===== src/rtl/pdl_pkg.sv =====
// Package: shared sizing for the programmable delay line.
// Assumes segment i holds 2**i stages, so the chain depth is the
// length field plus the fixed head stage.
package pdl_pkg;
    localparam int SEG_NUM   = 6;
    localparam int MAX_DEPTH = (1 << SEG_NUM);

    // Stage count of segment idx.
    function automatic int seg_len(input int idx);
        return (1 << idx);
    endfunction
endpackage


===== src/rtl/pdl_shift_event.sv =====
// Shift event generator: brings the asynchronous shift clock and the
// active-low enable into the clk domain through two flops each. It then
// flags one cycle per qualifying edge: clock rise with enable low, or
// enable fall with clock high. Assumes both pins are slow relative to clk.
module pdl_shift_event (
    input  logic clk,
    input  logic rst_n,
    input  logic sclk_i,
    input  logic en_n_i,
    output logic shift_o
);
    logic [1:0] sclk_sync;
    logic [1:0] en_sync;
    logic       sclk_prev;
    logic       en_prev;
    logic       sclk_s;
    logic       en_s;
    logic       rise_clk;
    logic       fall_en;

    // Synchronise both pins and keep last synchronised values; enable resets high.
    always_ff @(posedge clk) begin
        if (!rst_n) begin
            sclk_sync <= 2'b00;
            en_sync   <= 2'b11;
            sclk_prev <= 1'b0;
            en_prev   <= 1'b1;
        end else begin
            sclk_sync <= {sclk_sync[0], sclk_i};
            en_sync   <= {en_sync[0], en_n_i};
            sclk_prev <= sclk_sync[1];
            en_prev   <= en_sync[1];
        end
    end

    assign sclk_s = sclk_sync[1];
    assign en_s   = en_sync[1];

    // Qualify the two edge kinds; coincident edges merge into one event.
    always_comb begin
        rise_clk = sclk_s && !sclk_prev && !en_s;
        fall_en  = !en_s && en_prev && sclk_s;
        shift_o  = rise_clk || fall_en;
    end


    one_shift_chk: assert property (@(posedge clk) disable iff (!rst_n)
        shift_o |=> !shift_o)
        else $error("two shift events in consecutive cycles");
endmodule


===== src/rtl/pdl_segment.sv =====
// Bypassable segment of SEG_LEN stages. It shifts only when a shift
// event occurs and the segment is switched in. Its live tap passes its
// input straight through when bypassed. Assumes din_i is the live tap
// of the preceding part of the chain.
module pdl_segment #(
    parameter int SEG_LEN = 1
) (
    input  logic clk,
    input  logic rst_n,
    input  logic shift_i,
    input  logic active_i,
    input  logic din_i,
    output logic live_tap_o,
    output logic last_o
);
    logic [SEG_LEN-1:0] stages;

    generate
        if (SEG_LEN == 1) begin : g_single
            // Single stage: load input on an active shift, clear on reset.
            always_ff @(posedge clk) begin
                if (!rst_n)                   stages <= '0;
                else if (shift_i && active_i) stages <= din_i;
            end
        end else begin : g_multi
            // Multi-stage: move toward the last stage on an active shift.
            always_ff @(posedge clk) begin
                if (!rst_n)                   stages <= '0;
                else if (shift_i && active_i) stages <= {stages[SEG_LEN-2:0], din_i};
            end
        end
    endgenerate

    assign last_o     = stages[SEG_LEN-1];
    assign live_tap_o = active_i ? stages[SEG_LEN-1] : din_i;


    seg_hold_chk: assert property (@(posedge clk) disable iff (!rst_n)
        !(shift_i && active_i) |=> $stable(stages))
        else $error("segment changed without an active shift");
endmodule


===== src/rtl/prog_delay_line.sv =====
// Top: programmable-length serial delay line. It has a fixed head stage
// and binary-weighted bypassable segments. The shift path uses the live
// length field; the output tap uses the length captured at the last
// shift, so a new length shows only after the next shift.
// Assumes clk runs much faster than the shift clock and the enable.
module prog_delay_line #(
    parameter int SEGS = pdl_pkg::SEG_NUM
) (
    input  logic            clk,
    input  logic            rst_n,
    input  logic            shift_clk_i,
    input  logic            shift_en_n_i,
    input  logic            sel_a_i,
    input  logic            data_a_i,
    input  logic            data_b_i,
    input  logic [SEGS-1:0] len_sel_i,
    output logic            q_o,
    output logic            q_n_o
);
    logic            shift_ev;
    logic            head_q;
    logic            din_sel;
    logic [SEGS-1:0] len_q;
    logic [SEGS:0]   live_tap;
    logic [SEGS:0]   out_tap;
    logic [SEGS-1:0] seg_last;

    pdl_shift_event u_event (
        .clk     (clk),
        .rst_n   (rst_n),
        .sclk_i  (shift_clk_i),
        .en_n_i  (shift_en_n_i),
        .shift_o (shift_ev)
    );

    assign din_sel = sel_a_i ? data_a_i : data_b_i;

    // Head stage loads the selected input; length is captured with each shift.
    always_ff @(posedge clk) begin
        if (!rst_n) begin
            head_q <= 1'b0;
            len_q  <= '0;
        end else if (shift_ev) begin
            head_q <= din_sel;
            len_q  <= len_sel_i;
        end
    end

    assign live_tap[0] = head_q;
    assign out_tap[0]  = head_q;

    generate
        for (genvar i = 0; i < SEGS; i++) begin : g_seg
            pdl_segment #(.SEG_LEN(pdl_pkg::seg_len(i))) u_seg (
                .clk        (clk),
                .rst_n      (rst_n),
                .shift_i    (shift_ev),
                .active_i   (len_sel_i[i]),
                .din_i      (live_tap[i]),
                .live_tap_o (live_tap[i+1]),
                .last_o     (seg_last[i])
            );
            assign out_tap[i+1] = len_q[i] ? seg_last[i] : out_tap[i];
        end
    endgenerate

    assign q_o   = out_tap[SEGS];
    assign q_n_o = !out_tap[SEGS];


    reset_clear_chk: assert property (@(posedge clk)
        !rst_n |=> (!q_o && q_n_o))
        else $error("outputs not cleared by reset");


    no_stray_shift_chk: assert property (@(posedge clk) disable iff (!rst_n)
        !shift_ev |=> $stable(head_q))
        else $error("head stage changed without a shift event");


    head_src_chk: assert property (@(posedge clk) disable iff (!rst_n)
        shift_ev |=> (head_q == $past(sel_a_i ? data_a_i : data_b_i)))
        else $error("head stage did not load the selected input");
endmodule


===== config.mk =====
export PLATFORM = sky130hd
export DESIGN_NAME = prog_delay_line
export DESIGN_NICKNAME = d
export VERILOG_FILES = /design/src/rtl/pdl_pkg.sv /design/src/rtl/pdl_shift_event.sv /design/src/rtl/pdl_segment.sv /design/src/rtl/prog_delay_line.sv
export SDC_FILE = /design/constraint.sdc
export NUM_CORES = 1
export LEC_CHECK = 0
export BUFFER_PORTS_ARGS = -buffer_cell sky130_fd_sc_hd__buf_2
export CAP_MARGIN = 20
export CORE_MARGIN = 1.5
export CORE_UTILIZATION = 53
export DETAILED_ROUTE_END_ITERATION = 6
export PLACE_DENSITY = 0.74
export SYNTH_ARGS = -nofsm -noshare
export SYNTH_HDL_FRONTEND = slang
export SYNTH_SLANG_ARGS = --single-unit

===== constraint.sdc =====
create_clock -name clk -period 1.5 [get_ports clk]
set_clock_uncertainty 0.15 [all_clocks]
set_input_delay 0.15 -clock clk [delete_from_list [all_inputs] [get_ports clk]]
set_output_delay 0.15 -clock clk [all_outputs]
set_load 0.05 [all_outputs]

### Yosys cells after proc, flatten, opt, wreduce, memory -nomap -nowiden

Cells that the tools add are included.

| storage, ports and cells | value |
|---|---|
| flip-flop bits (word level) | 76 |
| logic and storage cells | 38 |

| cells by class | value |
|---|---|
| multiplexer cells | 12 |
| reduce and logical (&&, ||, !) cells | 14 |

Operator list:

| operator | number |
|---|---|
| two-way mux 1 bit | 12 |
| logical AND 1 bit | 10 |
| logical NOT 1 bit | 3 |
| logical OR 1 bit | 1 |

### Logic depth before layout (Yosys ltp)

| logic depth | value |
|---|---|
| depth after elaboration | 7 |
| depth in mapped cells | 7 |
| gate-level depth less buffers | 4 |

### By module

From an unflattened synthesis, not the netlist that was laid out.

| unflattened totals | value |
|---|---|
| cell total of the unflattened synthesis | 269 |
| area, all modules | 2942.8 sq um |

By module, submodules not included:

| module | instances | cells an instance | area each (sq um) | seq. area each (sq um) |
|---|---|---|---|---|
| pdl_segment at g_seg[5].u_seg | 1 | 107 | 1193.6 | 640.6 |
| pdl_segment at g_seg[4].u_seg | 1 | 55 | 603.1 | 320.3 |
| prog_delay_line | 1 | 33 | 350.3 | 140.1 |
| pdl_segment at g_seg[3].u_seg | 1 | 29 | 307.8 | 160.2 |
| pdl_shift_event | 1 | 14 | 183.9 | 120.1 |
| pdl_segment at g_seg[2].u_seg | 1 | 16 | 158.9 | 80.1 |
| pdl_segment at g_seg[1].u_seg | 1 | 9 | 88.8 | 40.0 |
| pdl_segment at g_seg[0].u_seg | 1 | 6 | 56.3 | 20.0 |

### Worst setup path after synthesis

OpenSTA, ideal clock, no wires.

| path | value |
|---|---|
| path kind | flip-flop to output port |
| start | reg len_q[0] |
| end | out q_n_o |
| data arrival time | 2.121 ns |
| required time | 1.200 ns |
| setup slack | -0.921 ns |
| cell stages (with the launch flop) | 5 |
| path buffers | 0 |
| cells stage by stage | dfxtp_1 > mux2_2 > o211ai_1 > a2111oi_2 > a221oi_1 |

| on the way | value |
|---|---|
| cells in the longest elaborated chain, start to end | 7 |

RTL lines:

| element | line | text |
|---|---|---|
| start: declaration | prog_delay_line.sv:23 | `logic [SEGS-1:0] len_q;` |
| start signal: assignment | prog_delay_line.sv:45 | `len_q <= len_sel_i;` |
| two-way mux 1 bit (6 in a row) | prog_delay_line.sv:63 | `assign out_tap[i+1] = len_q[i] ? seg_last[i] : out_tap[i];` |
| logical NOT 1 bit | prog_delay_line.sv:68 | `assign q_n_o = !out_tap[SEGS];` |
| end: declaration | prog_delay_line.sv:18 | `output logic q_n_o` |

No other way between the ends.

### Final worst setup path

| path | value |
|---|---|
| start | reg len_q[0] |
| end | out q_o |

| on the way | value |
|---|---|
| cells in the longest elaborated chain, start to end | 6 |

RTL lines:

| element | line | text |
|---|---|---|
| two-way mux 1 bit (6 in a row) | prog_delay_line.sv:63 |  |
| end: declaration | prog_delay_line.sv:17 | `output logic q_o,` |

No other way between the ends.

==> run summary <==
Layout cell share with drive strength beyond 1: 18.9%
Setup_tns: -1.32 ns
WP data arrival: 1.91 ns
Initial antenna violation count: 0
#FFs+latches synth: 76
Setup Viol. Count Final: 2
CTS tree: done
Sw frac: 21.2%
Die Area: 5820 um^2
Sw power: 0.794 mW
Cell Count, Final, Fillers Out: 450
Critical Path Sink Type: output pin
Clock latency on the worst-skew pair: 0.33 ns
CTS Buf Count: 9
P_int: 2.95 mW
Status: finished, violations left
Pins Over Slew Limit: 0
First-pass GRT wire length: 9.64 mm
Slew @ Worst Pin: 0.347 ns
Initial Utilization: 55.4%
Post-Syn Area: 2850 um^2
Vias in the first global route: 2247
GP Congestion: 0.734
Count of cell types in the netlist: 34
Net count after synthesis: 354
Max rail drop VDD: 0.665 mV
# DRC: 0
Final worst slack: -0.706 ns
Post-synth top flop: dfxtp_1
Worst-case clock buffer depth: 2
Sequential power share: 54.2%
Post-synth EDFFs: 0
CP Data Required Time: 1.20 ns
Clock power frac: 41.4%
Num rows: 26
CP Max Fanout: 2
Synthesized instance count: 341
Inst Count DP: 422
Final hold vios: 0
I/O Pins: 15
Leak Pwr: 1.22 nW
Chip Width: 76.3 um
Remaining global-route overflow: 0
Drt wl/cell: 12.3 um
Yosys top cell area share: 53.4%
Worst setup SP type: flop
Die Span Y: 76.3 um
I/O Buffers: 14
Largest net degree at the start of global routing: 41
Failing checks: setup timing
Fill cells: 415
Met2 routed WL: 2.55 mm
Number of DRC markers in iteration 0: 162
H-Tree Depth: 3
Root cell of the clock tree: clkbuf_8
Detail Placement HPWL: 3.37 mm
Maximum clock rate: 453 MHz
Met1 wire length: 2.66 mm
Async SR Flop Fraction: 0%
Mean Syn Cell Area: 8.35 um^2
Max-Cap Viols: 0
Post-layout nets: 388
Clk slew on worst S/H paths: 0.07 ns
Cell accounting for the most synthesized area: dfxtp_1
Syn. warnings: 0
DR top layer: met4
Period utilization: 147%
Antenna viol nets, final: 0
ANT cells: 0
Area growth, synth to finish: 23.3%
Min cycle time layout: 2.21 ns
Vias per std cell: 5.25
Worst min path class: primary input to flop
Post-synthesis sequential area ratio: 53.4%
DRT Pass-1 Iters: 4
Via Count: 2363
Power Density: 1070 nW/um^2
Critical path class: flop to output pin
Routed WL: 5.54 mm
All-Layer GR Usage: 20.4%
Core area: 5140 um^2
Worst slew margin: 76.9%
R2r setup slk: 0.09 ns
CTS Sinks: 76
RSZ-0062 raised after global routing: true
Synth area leaders: dfxtp_1, nand2_1, a21oi_1
Comb power frac: 4.4%
Metal3 WL: 227 um
-- logic make-up after synthesis --
logic type	synth area share, %
buffers and inverters	5.18
muxes	2.15
AOI/OAI and AO/OA	16.0
DFF	53.4
and+or+nand+nor	23.2
-- power groups by stage --
stage	logic (mW)	registers, mW	clock network, mW
detailed placement	0.135	2.08	0
global placement	0.134	2.08	0
finish	0.166	2.03	1.55
floorplan	0.0839	2.07	0
global route	0.179	2.03	1.67
CTS	0.157	2.03	1.59
-- layout by cell type (no fill, tap or decap), types with 2 or more instances in the layout --
cell type / count
dfxtp_2: 4
nand2_1: 96
nand4_1: 5
nor2_1: 6
nor2b_1: 2
buf_6: 2
buf_4: 19
dlygate4sd3_1: 9
and2_1: 3
inv_2: 2
clkinv_2: 2
buf_12: 4
buf_2: 12
dfxtp_1: 72
nand3_1: 28
mux2i_1: 4
inv_1: 4
nand2b_1: 4
a221oi_4: 2
clkbuf_8: 11
a21oi_1: 67
-- worst max-delay path, cell delays in order, from the launching register on --
cell	delay, ns
dfxtp_2	0.35
mux2_4	0.30
o211ai_1	0.30
a2111oi_4	0.13
a221o_2	0.34
buf_8	0.16
-- worst paths after layout --
path | end | cells after the start | startpoint
worst max register to register | g_seg[1].u_seg.stages[0] | 5 | u_event.en_prev
worst max-delay path | q_o | 5 | len_q[0]
worst min register to register | u_event.en_sync[1] | 1 | u_event.en_sync[0]
worst min-delay path | g_seg[2].u_seg.stages[3] | 3 | len_sel_i[2]
-- cell type report --
type                       instances  area (um^2)  share of cell area, %
timing repair buffer              48          435                   12.4
sequential                        76         1530                   43.5
inverter                           6         22.5                  0.641
clock buffer                      12          155                   4.42
clock inverter                     4         47.5                   1.35
tap                               70         87.6                   2.49
multi-input combinational        234         1240                   35.2
-- flip-flops by register name, summed over array words and instances, names as in the netlist --
register            cells
head_q                  1
u_event.en_sync         2
g_seg.u_seg.last_o      1
len_q                   6
u_event.sclk_prev       1
u_event.en_prev         1
g_seg.u_seg.stages     62
u_event.sclk_sync       2
-- metrics by stage --
stage | worst slack, ns | power (mW) | area, um^2 | hold WS (ns) | utilization (%)
2_1_floorplan | -0.228 | 2.16 | 2870 | 0.0700 | -
3_3_place_gp | -0.302 | 2.21 | 3110 | 0.183 | 60.6
3_5_place_dp | -0.345 | 2.21 | 3110 | 0.202 | 60.6
4_1_cts | -0.710 | 3.77 | 3420 | 0.00452 | 66.6
5_1_grt | -0.753 | 3.88 | 3510 | 0.0366 | 68.3
6_report | -0.706 | 3.75 | 3510 | 0.0232 | 68.3
-- synthesized netlist by cell type, types with 2 or more instances --
cell       count
mux2i_1        5
nor2b_1        2
nor3b_1        2
nor2_1         6
inv_1          4
dfxtp_1       76
clkbuf_1       9
nand4_1        5
nand2b_1       4
a21oi_1       67
a2111oi_2      2
buf_2         12
nand3_1       28
nand2_1       96
buf_6          2
and2_1         3
-- metal layers --
layer	global-route usage, %	vias up
li1	-	1215
met1	26.7	1091
met2	32.5	47
met3	4.31	10
met4	9.07	0
met5	0	-
-- what timing repair did --
action | 4_1_cts | 5_1_grt
setup endpoints to repair | 3 | 30
hold endpoints to repair | 13 | 0
buffers inserted | 1 | 1
gates resized for setup | 3 | 17
cloned | 0 | 1
hold buffers | 9 | 0
pin swaps | 1 | 5
No activity file was read; power rests on OpenSTA's default activity.
